===== config.mk =====
export PLATFORM = sky130hd
export DESIGN_NAME = audio_rx_chan
export DESIGN_NICKNAME = d
export VERILOG_FILES = /design/src/rtl/audio_rx_pkg.sv /design/src/rtl/audio_rx_shifter.sv /design/src/rtl/audio_rx_loadsel.sv /design/src/rtl/audio_rx_status.sv /design/src/rtl/audio_rx_chan.sv
export SDC_FILE = /design/constraint.sdc
export NUM_CORES = 1
export LEC_CHECK = 0
export BUFFER_PORTS_ARGS = -buffer_cell sky130_fd_sc_hd__buf_2
export CAP_MARGIN = 20
export CORE_ASPECT_RATIO = 0.8
export CORE_UTILIZATION = 45
export CTS_BUF_LIST = sky130_fd_sc_hd__clkbuf_8
export DETAILED_ROUTE_END_ITERATION = 6
export GPL_TIMING_DRIVEN = 0
export PLACE_DENSITY = 0.66
export SLEW_MARGIN = 20
export SYNTH_ARGS = -nofsm -noshare
export SYNTH_HDL_FRONTEND = slang
export SYNTH_SLANG_ARGS = --single-unit

===== constraint.sdc =====
create_clock -name clk -period 3 [get_ports clk]
set_input_delay 0.45 -clock clk [delete_from_list [all_inputs] [get_ports clk]]
set_output_delay 0.45 -clock clk [all_outputs]
set_load 0.02 [all_outputs]

===== src/rtl/audio_rx_pkg.sv =====
// Package: shared types for the serial audio receive channel.
// Assumes nothing beyond the standard language.
package audio_rx_pkg;
    typedef enum logic {
        LOAD_ON_COUNT = 1'b0,
        LOAD_ON_FRAME = 1'b1
    } load_mode_e;
endpackage


===== src/rtl/audio_rx_shifter.sv =====
// Module: serial-to-parallel shifter with a saturating bit counter.
// New bits enter at bit 0. The counter clears on a load or while disabled.
// Assumes: limit stays in 1..DW and changes only while the count is zero.
module audio_rx_shifter #(
    parameter int DW = 32,
    parameter int CW = $clog2(DW + 1)
) (
    input  logic          clk,
    input  logic          rst_n,
    input  logic          en,
    input  logic          bit_in,
    input  logic          bit_vld,
    input  logic          load,
    input  logic [CW-1:0] limit,
    output logic [DW-1:0] shift_nxt,
    output logic          cnt_hit
);
    logic [DW-1:0] shift_q;
    logic [CW-1:0] cnt_q;
    logic          take;

    // Purpose: accept a bit only while enabled.
    assign take = en && bit_vld;

    // Purpose: the value the register holds after this cycle's bit.
    always_comb begin
        shift_nxt = take ? {shift_q[DW-2:0], bit_in} : shift_q;
    end

    // Purpose: flag the bit that completes the programmed count.
    assign cnt_hit = take && ((cnt_q + CW'(1)) >= limit);

    // Purpose: register the shifted value.
    always_ff @(posedge clk) begin
        if (!rst_n)
            shift_q <= '0;
        else
            shift_q <= shift_nxt;
    end

    // Purpose: count accepted bits since the last load, saturating at DW.
    always_ff @(posedge clk) begin
        if (!rst_n || !en || load)
            cnt_q <= '0;
        else if (bit_vld && (cnt_q != CW'(DW)))
            cnt_q <= cnt_q + CW'(1);
    end

    assert_cnt_range_R3: assert property (@(posedge clk) disable iff (!rst_n)
        cnt_q <= CW'(DW));

    assert_hold_no_bit_R3: assert property (@(posedge clk) disable iff (!rst_n)
        !take |=> $stable(shift_q));
endmodule


===== src/rtl/audio_rx_loadsel.sv =====
// Module: chooses when the read register loads.
// Count mode loads on the completing bit. Frame mode loads on fsync.
// Assumes: fsync is a single-cycle pulse.
module audio_rx_loadsel
    import audio_rx_pkg::*;
(
    input  logic       clk,
    input  logic       rst_n,
    input  logic       en,
    input  load_mode_e mode,
    input  logic       cnt_hit,
    input  logic       bit_vld,
    input  logic       fsync,
    output logic       load
);
    // Purpose: pick the load trigger for the selected mode.
    always_comb begin
        load = 1'b0;
        if (en) begin
            case (mode)
                LOAD_ON_COUNT: load = cnt_hit;
                LOAD_ON_FRAME: load = fsync;
                default:       load = 1'b0;
            endcase
        end
    end

    assert_count_needs_bit_R10: assert property (@(posedge clk) disable iff (!rst_n)
        (mode == LOAD_ON_COUNT && !bit_vld) |-> !load);

    assert_frame_needs_sync_R4: assert property (@(posedge clk) disable iff (!rst_n)
        (mode == LOAD_ON_FRAME && !fsync) |-> !load);
endmodule


===== src/rtl/audio_rx_status.sv =====
// Module: buffer-full, overrun and frame-sync flags plus the masked interrupt.
// In each flag, a set in the same cycle as a clear wins.
// Assumes: the read and clear strobes last one cycle each.
module audio_rx_status (
    input  logic clk,
    input  logic rst_n,
    input  logic load,
    input  logic fs_evt,
    input  logic rd_any,
    input  logic clr_full,
    input  logic clr_fs,
    input  logic irq_en,
    input  logic irq_sel,
    output logic buf_full,
    output logic overrun,
    output logic fs_flag,
    output logic irq
);
    logic clr_any;

    // Purpose: any action that counts as collecting the word.
    assign clr_any = rd_any || clr_full;

    // Purpose: buffer-full flag.
    always_ff @(posedge clk) begin
        if (!rst_n)
            buf_full <= 1'b0;
        else if (load)
            buf_full <= 1'b1;
        else if (clr_any)
            buf_full <= 1'b0;
    end

    // Purpose: sticky overrun flag, cleared only by the explicit clear.
    always_ff @(posedge clk) begin
        if (!rst_n)
            overrun <= 1'b0;
        else if (load && buf_full && !clr_any)
            overrun <= 1'b1;
        else if (clr_full)
            overrun <= 1'b0;
    end

    // Purpose: frame-sync flag.
    always_ff @(posedge clk) begin
        if (!rst_n)
            fs_flag <= 1'b0;
        else if (fs_evt)
            fs_flag <= 1'b1;
        else if (clr_fs)
            fs_flag <= 1'b0;
    end

    // Purpose: masked interrupt from the selected flag.
    assign irq = irq_en && (irq_sel ? fs_flag : buf_full);

    assert_full_on_load_R5: assert property (@(posedge clk) disable iff (!rst_n)
        load |=> buf_full);

    assert_overrun_set_R6: assert property (@(posedge clk) disable iff (!rst_n)
        (load && buf_full && !clr_any) |=> overrun);

    assert_overrun_sticky_R6: assert property (@(posedge clk) disable iff (!rst_n)
        (overrun && !clr_full) |=> overrun);

    assert_fs_set_R7: assert property (@(posedge clk) disable iff (!rst_n)
        fs_evt |=> fs_flag);
endmodule


===== src/rtl/audio_rx_chan.sv =====
// Module: top of the serial audio receive channel buffer.
// It ties the shifter, the load selector and the status flags to the read register.
// Assumes: load_bits stays in 1..DW, and fsync is a one-cycle pulse.
module audio_rx_chan
    import audio_rx_pkg::*;
#(
    parameter int DW = 32,
    parameter int CW = $clog2(DW + 1)
) (
    input  logic          clk,
    input  logic          rst_n,
    input  logic          en,
    input  logic          load_mode,
    input  logic [CW-1:0] load_bits,
    input  logic          sdata,
    input  logic          sbit_vld,
    input  logic          fsync,
    input  logic          rd_dsp,
    input  logic          rd_host,
    input  logic          clr_full,
    input  logic          clr_fs,
    input  logic          irq_en,
    input  logic          irq_sel,
    output logic [DW-1:0] rd_data,
    output logic          buf_full,
    output logic          overrun,
    output logic          fs_flag,
    output logic          irq
);
    logic [DW-1:0] shift_nxt;
    logic          cnt_hit;
    logic          load;
    load_mode_e    mode;

    // Purpose: interpret the mode pin as the typed mode.
    assign mode = load_mode_e'(load_mode);

    audio_rx_shifter #(.DW(DW), .CW(CW)) shifter_i (
        .clk       (clk),
        .rst_n     (rst_n),
        .en        (en),
        .bit_in    (sdata),
        .bit_vld   (sbit_vld),
        .load      (load),
        .limit     (load_bits),
        .shift_nxt (shift_nxt),
        .cnt_hit   (cnt_hit)
    );

    audio_rx_loadsel loadsel_i (
        .clk     (clk),
        .rst_n   (rst_n),
        .en      (en),
        .mode    (mode),
        .cnt_hit (cnt_hit),
        .bit_vld (sbit_vld),
        .fsync   (fsync),
        .load    (load)
    );

    audio_rx_status status_i (
        .clk      (clk),
        .rst_n    (rst_n),
        .load     (load),
        .fs_evt   (en && fsync),
        .rd_any   (rd_dsp || rd_host),
        .clr_full (clr_full),
        .clr_fs   (clr_fs),
        .irq_en   (irq_en),
        .irq_sel  (irq_sel),
        .buf_full (buf_full),
        .overrun  (overrun),
        .fs_flag  (fs_flag),
        .irq      (irq)
    );

    // Purpose: the read register shared by both readers.
    always_ff @(posedge clk) begin
        if (!rst_n)
            rd_data <= '0;
        else if (load)
            rd_data <= shift_nxt;
    end

    assert_hold_when_off_R9: assert property (@(posedge clk) disable iff (!rst_n)
        !en |=> $stable(rd_data));

    assert_no_flag_when_off_R9: assert property (@(posedge clk) disable iff (!rst_n)
        (!en && !buf_full) |=> !buf_full);

    assert_irq_masked_R8: assert property (@(posedge clk) disable iff (!rst_n)
        !irq_en |-> !irq);
endmodule


==> run_results.csv, run 1 <==
group,metric,value,unit
drt,drc,2,
pwr,pwr-share-clk,46.1,%
synthesis,synth_top_area_share,44.29,%
synthesis,ys_types,32,
synthesis,synth_commonest_cells,"dfxtp_1, nand2_1, nand3_1",
pwr,sequentialPowerShare,48.4,%
synthesis,synthCells,320,
cts,cts_buffer_depth,2,
synthesis,async_flop_share,0,%
timing,setup_violations,0,
timing,fin_skew,0.006921,ns
drt,drt-total-wl,6.139,mm
global_routing,globalRouteMet1Util,23.95,%
synthesis,yosys.area.top_type,"dfxtp_1",
pwr,powerDensity,515.2,nW/um^2
global_routing,busiest_layer,"met2",
cts,clkTransAtPathRegs,0.07,ns
cells_and_area,nNetsFinal,409,
synthesis,syn-num-nets,347,
cts,postCtsSetupBuffers,0,
timing,slew_headroom,70.50,%
cts,cts_resized,0,
drt,drt-initial-drc-count,102,
cells_and_area,diodes,0,
cts,cts-root-buf,"clkbuf_8",
pwr,p_leak,0.001707,uW
global_routing,grt.met3_usage,6.322,%
floorplan,rows,27,
cts,ctsHoldBuffers,0,
pwr,combPwrFrac,5.6,%
worst_setup_path,cp_max_fo,10,
worst_setup_path,worstSetupEndpointType,"register",
synthesis,ys_seq_elements,73,
global_routing,grt_max_degree,13,
global_routing,grt_first_pass_wirelength,10.45,mm
timing,period_share,86.37,%
cells_and_area,final_layout_size_suffix_gt1_share,29.46,%
pwr,total_power,2013,uW
worst_setup_path,worst-setup-path-type,"reg -> reg",
global_routing,antenna_found_initial,0,
synthesis,yosys_most_used_dff,"dfxtp_1",
timing,hold_slack,0.3854,ns
status,violations,"design-rule violations",
floorplan,dieWidth,97.74,um
synthesis,synth-seq-area-share,44.29,%
placed_design,portBuffers,51,
timing,hold_viol_final,0,
floorplan,start_util,47.18,%
worst_hold_path,hp-class,"in -> reg",
timing,worst_slew_pin_slew,0.4426,ns
floorplan,core,6993,sq um
pwr,internal_power,1587,uW
floorplan,die-area,7681,sq um
timing,setup_tns,0,ns
cts,tritoncts,"yes",
drt,first_pass_iters,6,
global_routing,grt_usage,17.32,%
synthesis,syn_area,3299,sq um
timing,fmax,385.9,MHz
worst_setup_path,start_kind,"register",
synthesis,synth_edf_count,0,
placed_design,place_congestion,0.7306,
placed_design,post_dp_cell_area,3664,sq um
synthesis,synth_most_common_cell,"dfxtp_1",
drt,drtAntennaViolNets,0,
timing,finalCriticalPeriod,2.591,ns
drt,vias_per_cell,4.928,
cts,cts_made_buffers,9,
synthesis,yosys-top-cells-area,"dfxtp_1, mux2_4, a21boi_0",
global_routing,grt_overflow,0,
flow_run,cap_violations,0,
drt,routedWlPerCell,12.95,um
synthesis,yosys_warnings,0,
drt,dr_total_vias,2336,
pwr,power_switching,426.1,uW
status,outcome,"finished, violations left",
timing,slew_violations,0,
cells_and_area,area_growth,18.43,%
placed_design,hpwl,4.408,mm
worst_setup_path,worstPathArrival,2.81,ns
pwr,swShare,21.16,%
timing,layout_setup_ws,0.4089,ns
cells_and_area,final_area,3908,sq um
global_routing,grt_pass1_vias,2161,
floorplan,die_height,78.59,um
synthesis,avgSynthCellArea,10.31,sq um
cts,h-tree-depth,3,
pwr,vdd_drop_max,0.0003128,V
floorplan,ios,55,
cts,clock_latency,0.34,ns
worst_setup_path,cp_data_required_time,3.22,ns
global_routing,use_met2,25.53,%
placed_design,dpl_worst_slack,0.3993,ns
cts,cts_sinks,73,
timing,rsz0062_at_grt,"no",
==> kinds of logic after synthesis <==
| logic type | share of synthesized area, % |
|---|---|
| xor gates and xnor gates | 2.123 |
| adders and majority gates | 3.034 |
| AOI/OAI and AO/OA | 10.73 |
| buffers and inverters | 4.778 |
| and+or+nand+nor | 20.10 |
| muxes | 14.94 |
| DFF | 44.29 |
==> per-layer routing <==
| layer | routed length, um | vias up |
|---|---|---|
| met5 | 0 | - |
| met4 | 44 | 0 |
| met3 | 294 | 5 |
| met2 | 2590 | 41 |
| met1 | 3210 | 1084 |
| li1 | - | 1206 |
==> worst paths after layout <==
| kind | start | slack (ns) | endpoint | cells past startpoint |
|---|---|---|---|---|
| setup / recovery | shifter_i.cnt_q[2]$_SDFFE_PP0P_ | 0.41 | rd_data[29]$_SDFFE_PN0P_ | 9 |
| hold / removal | clr_full | 0.39 | status_i.overrun$_SDFFE_PN0P_ | 3 |
| setup reg to reg | shifter_i.cnt_q[2]$_SDFFE_PP0P_ | 0.41 | rd_data[29]$_SDFFE_PN0P_ | 9 |
| hold reg to reg | status_i.overrun$_SDFFE_PN0P_ | 0.48 | status_i.overrun$_SDFFE_PN0P_ | 2 |
==> power groups by stage <==
| stage | clock network (uW) | logic, uW | registers [uW] |
|---|---|---|---|
| after floorplan | 0 | 77.6 | 998 |
| after CTS | 946 | 114 | 974 |
| final | 927 | 112 | 974 |
| after global routing | 994 | 124 | 974 |
| after detailed placement | 0 | 113 | 997 |
| after global placement | 0 | 112 | 996 |
==> registers in the layout, indices dropped and copies added (netlist names) <==
register           flops
rd_data               32
shifter_i.shift_q     32
shifter_i.cnt_q        6
status_i.buf_full      1
status_i.fs_flag       1
status_i.overrun       1
==> cells in the final DEF, fill, tap and decap left out, types with 2 or more instances in the layout <==
master / n
a21boi_0: 33
a21oi_1: 2
and2_1: 32
buf_2: 54
buf_4: 3
buf_6: 3
bufinv_16: 3
clkbuf_1: 14
clkbuf_8: 10
dfxtp_1: 73
ha_1: 8
inv_1: 10
mux2_1: 2
mux2_4: 30
mux2i_1: 2
nand2_1: 38
nand2b_1: 3
nand3_1: 34
nand3b_1: 2
nand4_1: 2
nor2_1: 3
nor3b_2: 5
o21ai_1: 2
xnor2_1: 4
xor2_1: 4
==> worst max-delay path, cell delays in order, from the launching register on <==
cell and delay (ns):
dfxtp_1 0.47, and3_1 0.28, nand3_1 0.11, xnor2_1 0.15, ha_1 0.30, a21oi_1 0.16, o221ai_2 0.14, a32oi_4 0.29
buf_4 0.23, mux2_1 0.34
==> layout make-up <==
cell class                      count  area, sq um
Buffer                             23        123.9
Clock buffer                       10        137.6
Clock inverter                      6        106.4
Fill cell                         625         3085
Inverter                            9        33.78
Multi-Input combinational cell    215         1680
Sequential cell                    73         1461
Tap cell                           87        108.9
Timing Repair Buffer               51        255.2
==> per-stage QoR <==
stage	utilization, %	instances
after floorplan	-	320
after global placement	52.39	458
after detailed placement	52.39	458
after CTS	55.88	474
after global routing	55.88	474
final	55.88	474
No activity file was read; power rests on OpenSTA's default activity.
==> run 2: changes to the inputs <==
--- a/config.mk
+++ b/config.mk
@@ -5,14 +5,15 @@
 export SDC_FILE = /design/constraint.sdc
 export NUM_CORES = 1
 export LEC_CHECK = 0
-export BUFFER_PORTS_ARGS = -buffer_cell sky130_fd_sc_hd__buf_2
+export ABC_AREA = 1
+export BUFFER_PORTS_ARGS = -buffer_cell sky130_fd_sc_hd__clkbuf_2
 export CAP_MARGIN = 20
 export CORE_ASPECT_RATIO = 0.8
 export CORE_UTILIZATION = 45
 export CTS_BUF_LIST = sky130_fd_sc_hd__clkbuf_8
 export DETAILED_ROUTE_END_ITERATION = 6
 export GPL_TIMING_DRIVEN = 0
-export PLACE_DENSITY = 0.66
+export PLACE_DENSITY = 0.67
 export SLEW_MARGIN = 20
 export SYNTH_ARGS = -nofsm -noshare
 export SYNTH_HDL_FRONTEND = slang
==> run_results.csv, run 2 <==
group,metric,value,unit
cts,cts_buffer_depth,2,
timing,setup_violations,0,
status,outcome,"completed",
floorplan,core,6409,sq um
synthesis,synth_top_area_share,48.67,%
worst_hold_path,hold_start,"fsync",
cells_and_area,top_regs,"rd_data (32), shifter_i.shift_q (32), shifter_i.cnt_q (6)",
synthesis,avgSynthCellArea,7.082,sq um
cells_and_area,register_area,1461,sq um
global_routing,grt_overflow,0,
cells_and_area,layout_common_cells,"nor2_1, nand2_1, dfxtp_1, clkbuf_2, inv_1",
cells_and_area,nNetsFinal,515,
synthesis,yosys_warnings,0,
worst_hold_path,hold_end,"status_i.fs_flag$_SDFFE_PN0P_",
timing,period_share,77.41,%
drt,drc,0,
worst_setup_path,worst_r2r_path_depth,14,
placed_design,portBuffers,53,
global_routing,grt_first_pass_wirelength,10.45,mm
placed_design,dpl_worst_slack,0.6713,ns
worst_setup_path,cp_data_required_time,3.23,ns
pwr,p_leak,0.001772,uW
timing,rsz0062_at_grt,"no",
cells_and_area,fin_cells,576,
cells_and_area,final_common_cell,"nor2_1",
timing,fin_skew,0.004062,ns
worst_setup_path,worst-setup-path-type,"reg -> reg",
floorplan,die_height,75.07,um
synthesis,yosys-top-cells-area,"dfxtp_1, nor2_1, nand2_1",
timing,slew_violations,0,
synthesis,synth_most_common_cell,"nor2_1",
worst_setup_path,r2r_start,"shifter_i.cnt_q[2]$_SDFFE_PP0P_",
synthesis,ys_types,21,
floorplan,start_util,46.86,%
synthesis,synth_commonest_cells,"nor2_1, nand2_1, dfxtp_1",
timing,hold_viol_final,0,
flow_run,cap_violations,0,
worst_hold_path,hp-class,"in -> reg",
cts,h-tree-depth,3,
global_routing,grt_max_degree,12,
timing,finalCriticalPeriod,2.322,ns
cells_and_area,multiInputGateArea,1269,sq um
worst_setup_path,regToRegSetupSlack,0.68,ns
synthesis,synth_edf_count,0,
drt,drt-total-wl,6.096,mm
worst_setup_path,crit_slowest_cell,"dfxtp_1",
synthesis,syn_area,3003,sq um
worst_setup_path,crit_top_cell,"nand2_1",
cts,postCtsSetupBuffers,0,
placed_design,hpwl,4.430,mm
floorplan,rows,26,
floorplan,die-area,7006,sq um
drt,drt-initial-drc-count,86,
synthesis,yosys.area.top_type,"dfxtp_1",
drt,vias_per_cell,4.679,
worst_setup_path,cp_max_fo,10,
floorplan,dieWidth,93.33,um
drt,drtAntennaViolNets,0,
timing,fmax,430.6,MHz
cts,cts_made_buffers,9,
cts,cts_sinks,73,
placed_design,place_congestion,0.8155,
worst_setup_path,rr_endpoint,"status_i.buf_full$_SDFFE_PN0P_",
cells_and_area,diodes,0,
synthesis,async_flop_share,0,%
cts,clkTransAtPathRegs,0.07,ns
synthesis,synth-seq-area-share,48.67,%
cts,cts-root-buf,"clkbuf_8",
timing,slew_headroom,67.09,%
worst_setup_path,worstSetupEndpointType,"register",
cts,cts_resized,0,
global_routing,grt_pass1_vias,2441,
synthesis,synthCells,424,
synthesis,yosys_most_used_dff,"dfxtp_1",
cts,tritoncts,"yes",
synthesis,syn-num-nets,451,
cells_and_area,nFillCells,639,
pwr,powerDensity,576.8,nW/um^2
worst_setup_path,cpPeakStageDelay,0.43,ns
placed_design,placedCellCount,561,
cts,ctsHoldBuffers,0,
timing,setup_tns,0,ns
global_routing,antenna_found_initial,0,
worst_setup_path,cp_cell_sequence,"nand4_1 -> o21ai_0 -> nand2_1 -> ha_1 -> nand2_1 -> inv_1 -> a21oi_1 -> nand2_1 -> nand2_1 -> nand2_2 -> buf_6 -> buf_8 -> o21ai_0 -> inv_1",
pwr,vdd_drop_max,0.0002762,V
cells_and_area,area_growth,19.46,%
worst_hold_path,whs_path_depth,3,
drt,dr_total_vias,2695,
cells_and_area,final_layout_size_suffix_gt1_share,16.46,%
global_routing,grt_usage,19.06,%
cts,clock_latency,0.34,ns
synthesis,ys_seq_elements,73,
drt,routedWlPerCell,10.58,um
worst_setup_path,worstPathArrival,2.56,ns
drt,first_pass_iters,4,
timing,worst_slew_pin_slew,0.4936,ns
timing,layout_setup_ws,0.6778,ns
worst_setup_path,start_kind,"register",
floorplan,ios,55,
==> run 2: critical path, delay by kind of cell (launching register included) <==
family	cells	cell delay [ns]
fa+ha+maj	1	0.30
compound gates	3	0.45
simple gates	6	0.64
buf+inv	4	0.39
flops	1	0.43
==> run 2: area by class of cell <==
type	count	area share, %
Sequential cell	73	40.74
Buffer	20	3.418
Inverter	40	4.186
Clock inverter	2	0.9766
Timing Repair Buffer	53	7.394
Tap cell	84	2.930
Multi-Input combinational cell	291	35.37
Clock buffer	13	4.988
==> run 2: worst max-delay path by stage <==
stage / start / cells after the start / slack, ns / end
3_5_place_dp: shifter_i.cnt_q[2]$_SDFFE_PP0P_ / 14 / 0.67 / status_i.buf_full$_SDFFE_PN0P_
4_1_cts: shifter_i.cnt_q[2]$_SDFFE_PP0P_ / 14 / 0.64 / status_i.buf_full$_SDFFE_PN0P_
5_1_grt: shifter_i.cnt_q[0]$_SDFFE_PP0P_ / 15 / 0.41 / status_i.buf_full$_SDFFE_PN0P_
2_1_floorplan: shifter_i.cnt_q[0]$_SDFFE_PP0P_ / 15 / 0.94 / status_i.buf_full$_SDFFE_PN0P_
3_3_place_gp: shifter_i.cnt_q[0]$_SDFFE_PP0P_ / 15 / 0.77 / status_i.buf_full$_SDFFE_PN0P_
6_report: shifter_i.cnt_q[2]$_SDFFE_PP0P_ / 14 / 0.68 / status_i.buf_full$_SDFFE_PN0P_
==> run 2: metal layers <==
layer	routed length, um	share of wire (%)	GRT usage, %
met3	285	4.7	6.263
met5	0	0	0
met2	2892	47	33.50
met4	22	0.36	4.615
met1	2895	47	22.92
==> run 2: kinds of logic (layout without fill, tap and decap cells) <==
kind of cell	count (synthesis)	after routing	share of synthesized area, %
muxes	2	2	0.6667
xor gates and xnor gates	3	3	0.8752
and+or+nand+nor	237	237	30.29
adders and majority gates	8	8	3.333
AOI/OAI and AO/OA	41	41	7.084
DFF	73	73	48.67
buffers and inverters	60	128	9.083
==> run 2: per-stage QoR <==
step           total power [uW]  area [sq um]  util (%)  hold slack (ns)
3_3_place_gp               1279          3373     52.64           0.4658
3_5_place_dp               1285          3373     52.64           0.4690
2_1_floorplan              1212          3003         -           0.4602
5_1_grt                    2163          3587     55.97           0.3875
4_1_cts                    2091          3587     55.97           0.3554
6_report                   2069          3587     55.97           0.3679
==> run 2: power by group <==
group          internal, uW  total [uW]  switching, uW
logic                  80.7         232            151
registers              1010        1030           17.4
clock network           469         809            340
total                  1560        2070            508
==> run 3: changes to the inputs <==
--- a/config.mk
+++ b/config.mk
@@ -13,7 +13,7 @@
 export CTS_BUF_LIST = sky130_fd_sc_hd__clkbuf_8
 export DETAILED_ROUTE_END_ITERATION = 6
 export GPL_TIMING_DRIVEN = 0
-export PLACE_DENSITY = 0.67
+export PLACE_DENSITY = 0.69
 export SLEW_MARGIN = 20
 export SYNTH_ARGS = -nofsm -noshare
 export SYNTH_HDL_FRONTEND = slang
==> constraint.sdc (replaced) <==
create_clock -name clk -period 2.13 [get_ports clk]
set_input_delay 0.3195 -clock clk [delete_from_list [all_inputs] [get_ports clk]]
set_output_delay 0.3195 -clock clk [all_outputs]
set_load 0.02 [all_outputs]
==> run_results.csv, run 3 (same netlist as run 2, synthesis figures left out) <==
group,metric,value,unit
status,outcome,"finished, violations left",
status,violations,"negative setup slack",
floorplan,rows,26,
drt,vias_per_cell,4.625,
worst_setup_path,cpPeakStageDelay,0.39,ns
worst_setup_path,worstPathArrival,2.44,ns
drt,drtAntennaViolNets,0,
cts,clkTransAtPathRegs,0.07,ns
global_routing,grt_usage,20.20,%
cells_and_area,area_growth,31.08,%
cells_and_area,register_area,1474,sq um
timing,period_share,100.9,%
timing,slew_violations,0,
timing,hold_slack,0.2220,ns
cts,cts_sinks,73,
cts,clock_latency,0.35,ns
cts,cts_made_buffers,9,
worst_setup_path,start_kind,"register",
drt,routedWlPerCell,11.05,um
timing,setup_violations,3,
global_routing,grt_first_pass_wirelength,10.82,mm
floorplan,die-area,7006,sq um
timing,rsz0062_at_grt,"yes",
cts,ctsHoldBuffers,0,
placed_design,place_congestion,0.8031,
cells_and_area,multiInputGateArea,1410,sq um
cells_and_area,layout_common_cells,"nor2_1, nand2_1, dfxtp_1, clkbuf_2, inv_1",
placed_design,dpl_worst_slack,-0.1880,ns
worst_setup_path,worst-setup-path-type,"reg -> reg",
placed_design,portBuffers,53,
timing,layout_setup_ws,-0.01930,ns
placed_design,hpwl,4.403,mm
global_routing,antenna_found_initial,0,
timing,setup_tns,-0.02957,ns
pwr,powerDensity,790.6,nW/um^2
floorplan,dieWidth,93.33,um
cells_and_area,final_common_cell,"nor2_1",
placed_design,post_dp_cell_area,3373,sq um
cts,cts_buffer_depth,2,
worst_setup_path,regToRegSetupSlack,-0.02,ns
worst_setup_path,cp_max_fo,6,
floorplan,start_util,46.86,%
cells_and_area,top_regs,"rd_data (32), shifter_i.shift_q (32), shifter_i.cnt_q (6)",
global_routing,grt_pass1_vias,2510,
cells_and_area,diodes,0,
global_routing,grt_max_degree,13,
timing,worst_slew_pin_slew,0.5110,ns
floorplan,die_height,75.07,um
drt,drt-initial-drc-count,117,
pwr,total_power,3112,uW
timing,fmax,465.3,MHz
drt,drc,0,
timing,finalCriticalPeriod,2.149,ns
worst_setup_path,cp_data_required_time,2.42,ns
timing,hold_viol_final,0,
floorplan,core,6409,sq um
worst_setup_path,worstSetupEndpointType,"register",
drt,dr_total_vias,2747,
worst_setup_path,cp_cell_sequence,"nand4_1 -> buf_4 -> nand2_2 -> inv_1 -> ha_4 -> nand2_1 -> nand2_1 -> a21oi_2 -> nand2_2 -> nand2_2 -> nand2_4 -> buf_8 -> clkbuf_16 -> nand2_1 -> nand2_1 -> nor2_1",
drt,drt-total-wl,6.563,mm
timing,fin_skew,0.007630,ns
worst_setup_path,crit_slowest_cell,"dfxtp_4",
drt,first_pass_iters,5,
pwr,vdd_drop_max,0.0005288,V
cells_and_area,final_layout_size_suffix_gt1_share,25.29,%
cells_and_area,nNetsFinal,532,
floorplan,ios,55,
pwr,p_leak,0.001900,uW
cts,tritoncts,"yes",
worst_hold_path,hp-class,"in -> reg",
cts,h-tree-depth,3,
global_routing,grt_overflow,0,
cts,cts-root-buf,"clkbuf_8",
timing,slew_headroom,65.93,%
cells_and_area,nFillCells,605,
cells_and_area,final_area,3936,sq um
worst_setup_path,crit_top_cell,"nand2_1",
flow_run,cap_violations,0,
## run 3: changes by cell type in the layout (fill, tap and decap cells not counted), moves of 3 or more
cell / previous run / this run
ha_1: 8 / 3
ha_4: 0 / 5
nor2_1: 126 / 116
buf_4: 0 / 15
nand2_1: 102 / 96
dfxtp_1: 73 / 69
nand2_2: 2 / 6
nor2_2: 0 / 9
clkbuf_8: 13 / 10
dfxtp_4: 0 / 3
## run 3: power by group
| part | switching, uW | total, uW | internal, uW |
|---|---|---|---|
| Combinational | 224 | 355 | 131 |
| Clock | 506 | 1310 | 804 |
| Sequential | 26.9 | 1450 | 1420 |
| Total | 756 | 3110 | 2360 |
## run 3: per-stage QoR
| stage | util [%] | cells |
|---|---|---|
| after global routing | 61.42 | 594 |
| final | 61.42 | 594 |
| after global placement | 52.64 | 561 |
| after CTS | 59.00 | 592 |
| after floorplan | - | 424 |
| after detailed placement | 52.64 | 561 |
## run 3: layout make-up
cell class / instances / share of cell area [%]
Sequential cell: 73 / 37.44
Multi-Input combinational cell: 291 / 35.82
Timing Repair Buffer: 70 / 10.74
Inverter: 40 / 3.814
Clock buffer: 10 / 3.496
Buffer: 20 / 3.338
Clock inverter: 6 / 2.670
Tap cell: 84 / 2.670
## run 3: repair_timing
action                                  in CTS  in global routing
pin swaps                                    8                 14
setup buffers                               15                  2
gates cloned                                 0                  1
endpoints found under the setup margin      35                 40
resized for setup                           15                 27
## run 3: metal layers
layer	up-vias	share of wire [%]	global-route usage, %
li1	1451	-	-
met1	1241	47	23.56
met2	49	48	35.13
met3	6	4.3	7.071
met4	0	0.70	6.838
met5	-	0	0
## run 3: worst paths after layout
check,startpoint,endpoint,cells past startpoint
worst min-delay path,fsync,status_i.fs_flag$_SDFFE_PN0P_,3
worst max register to register,shifter_i.cnt_q[2]$_SDFFE_PP0P_,rd_data[30]$_SDFFE_PN0P_,16
worst min register to register,rd_data[0]$_SDFFE_PN0P_,rd_data[0]$_SDFFE_PN0P_,2
worst max-delay path,shifter_i.cnt_q[2]$_SDFFE_PP0P_,rd_data[30]$_SDFFE_PN0P_,16
## run 3: critical path, delay by kind of cell, from the launching register on
| kind | cells | cell delay, ns |
|---|---|---|
| compound gates | 1 | 0.16 |
| fa+ha+maj | 1 | 0.21 |
| buf+inv | 4 | 0.55 |
| flops | 1 | 0.39 |
| simple gates | 10 | 0.77 |
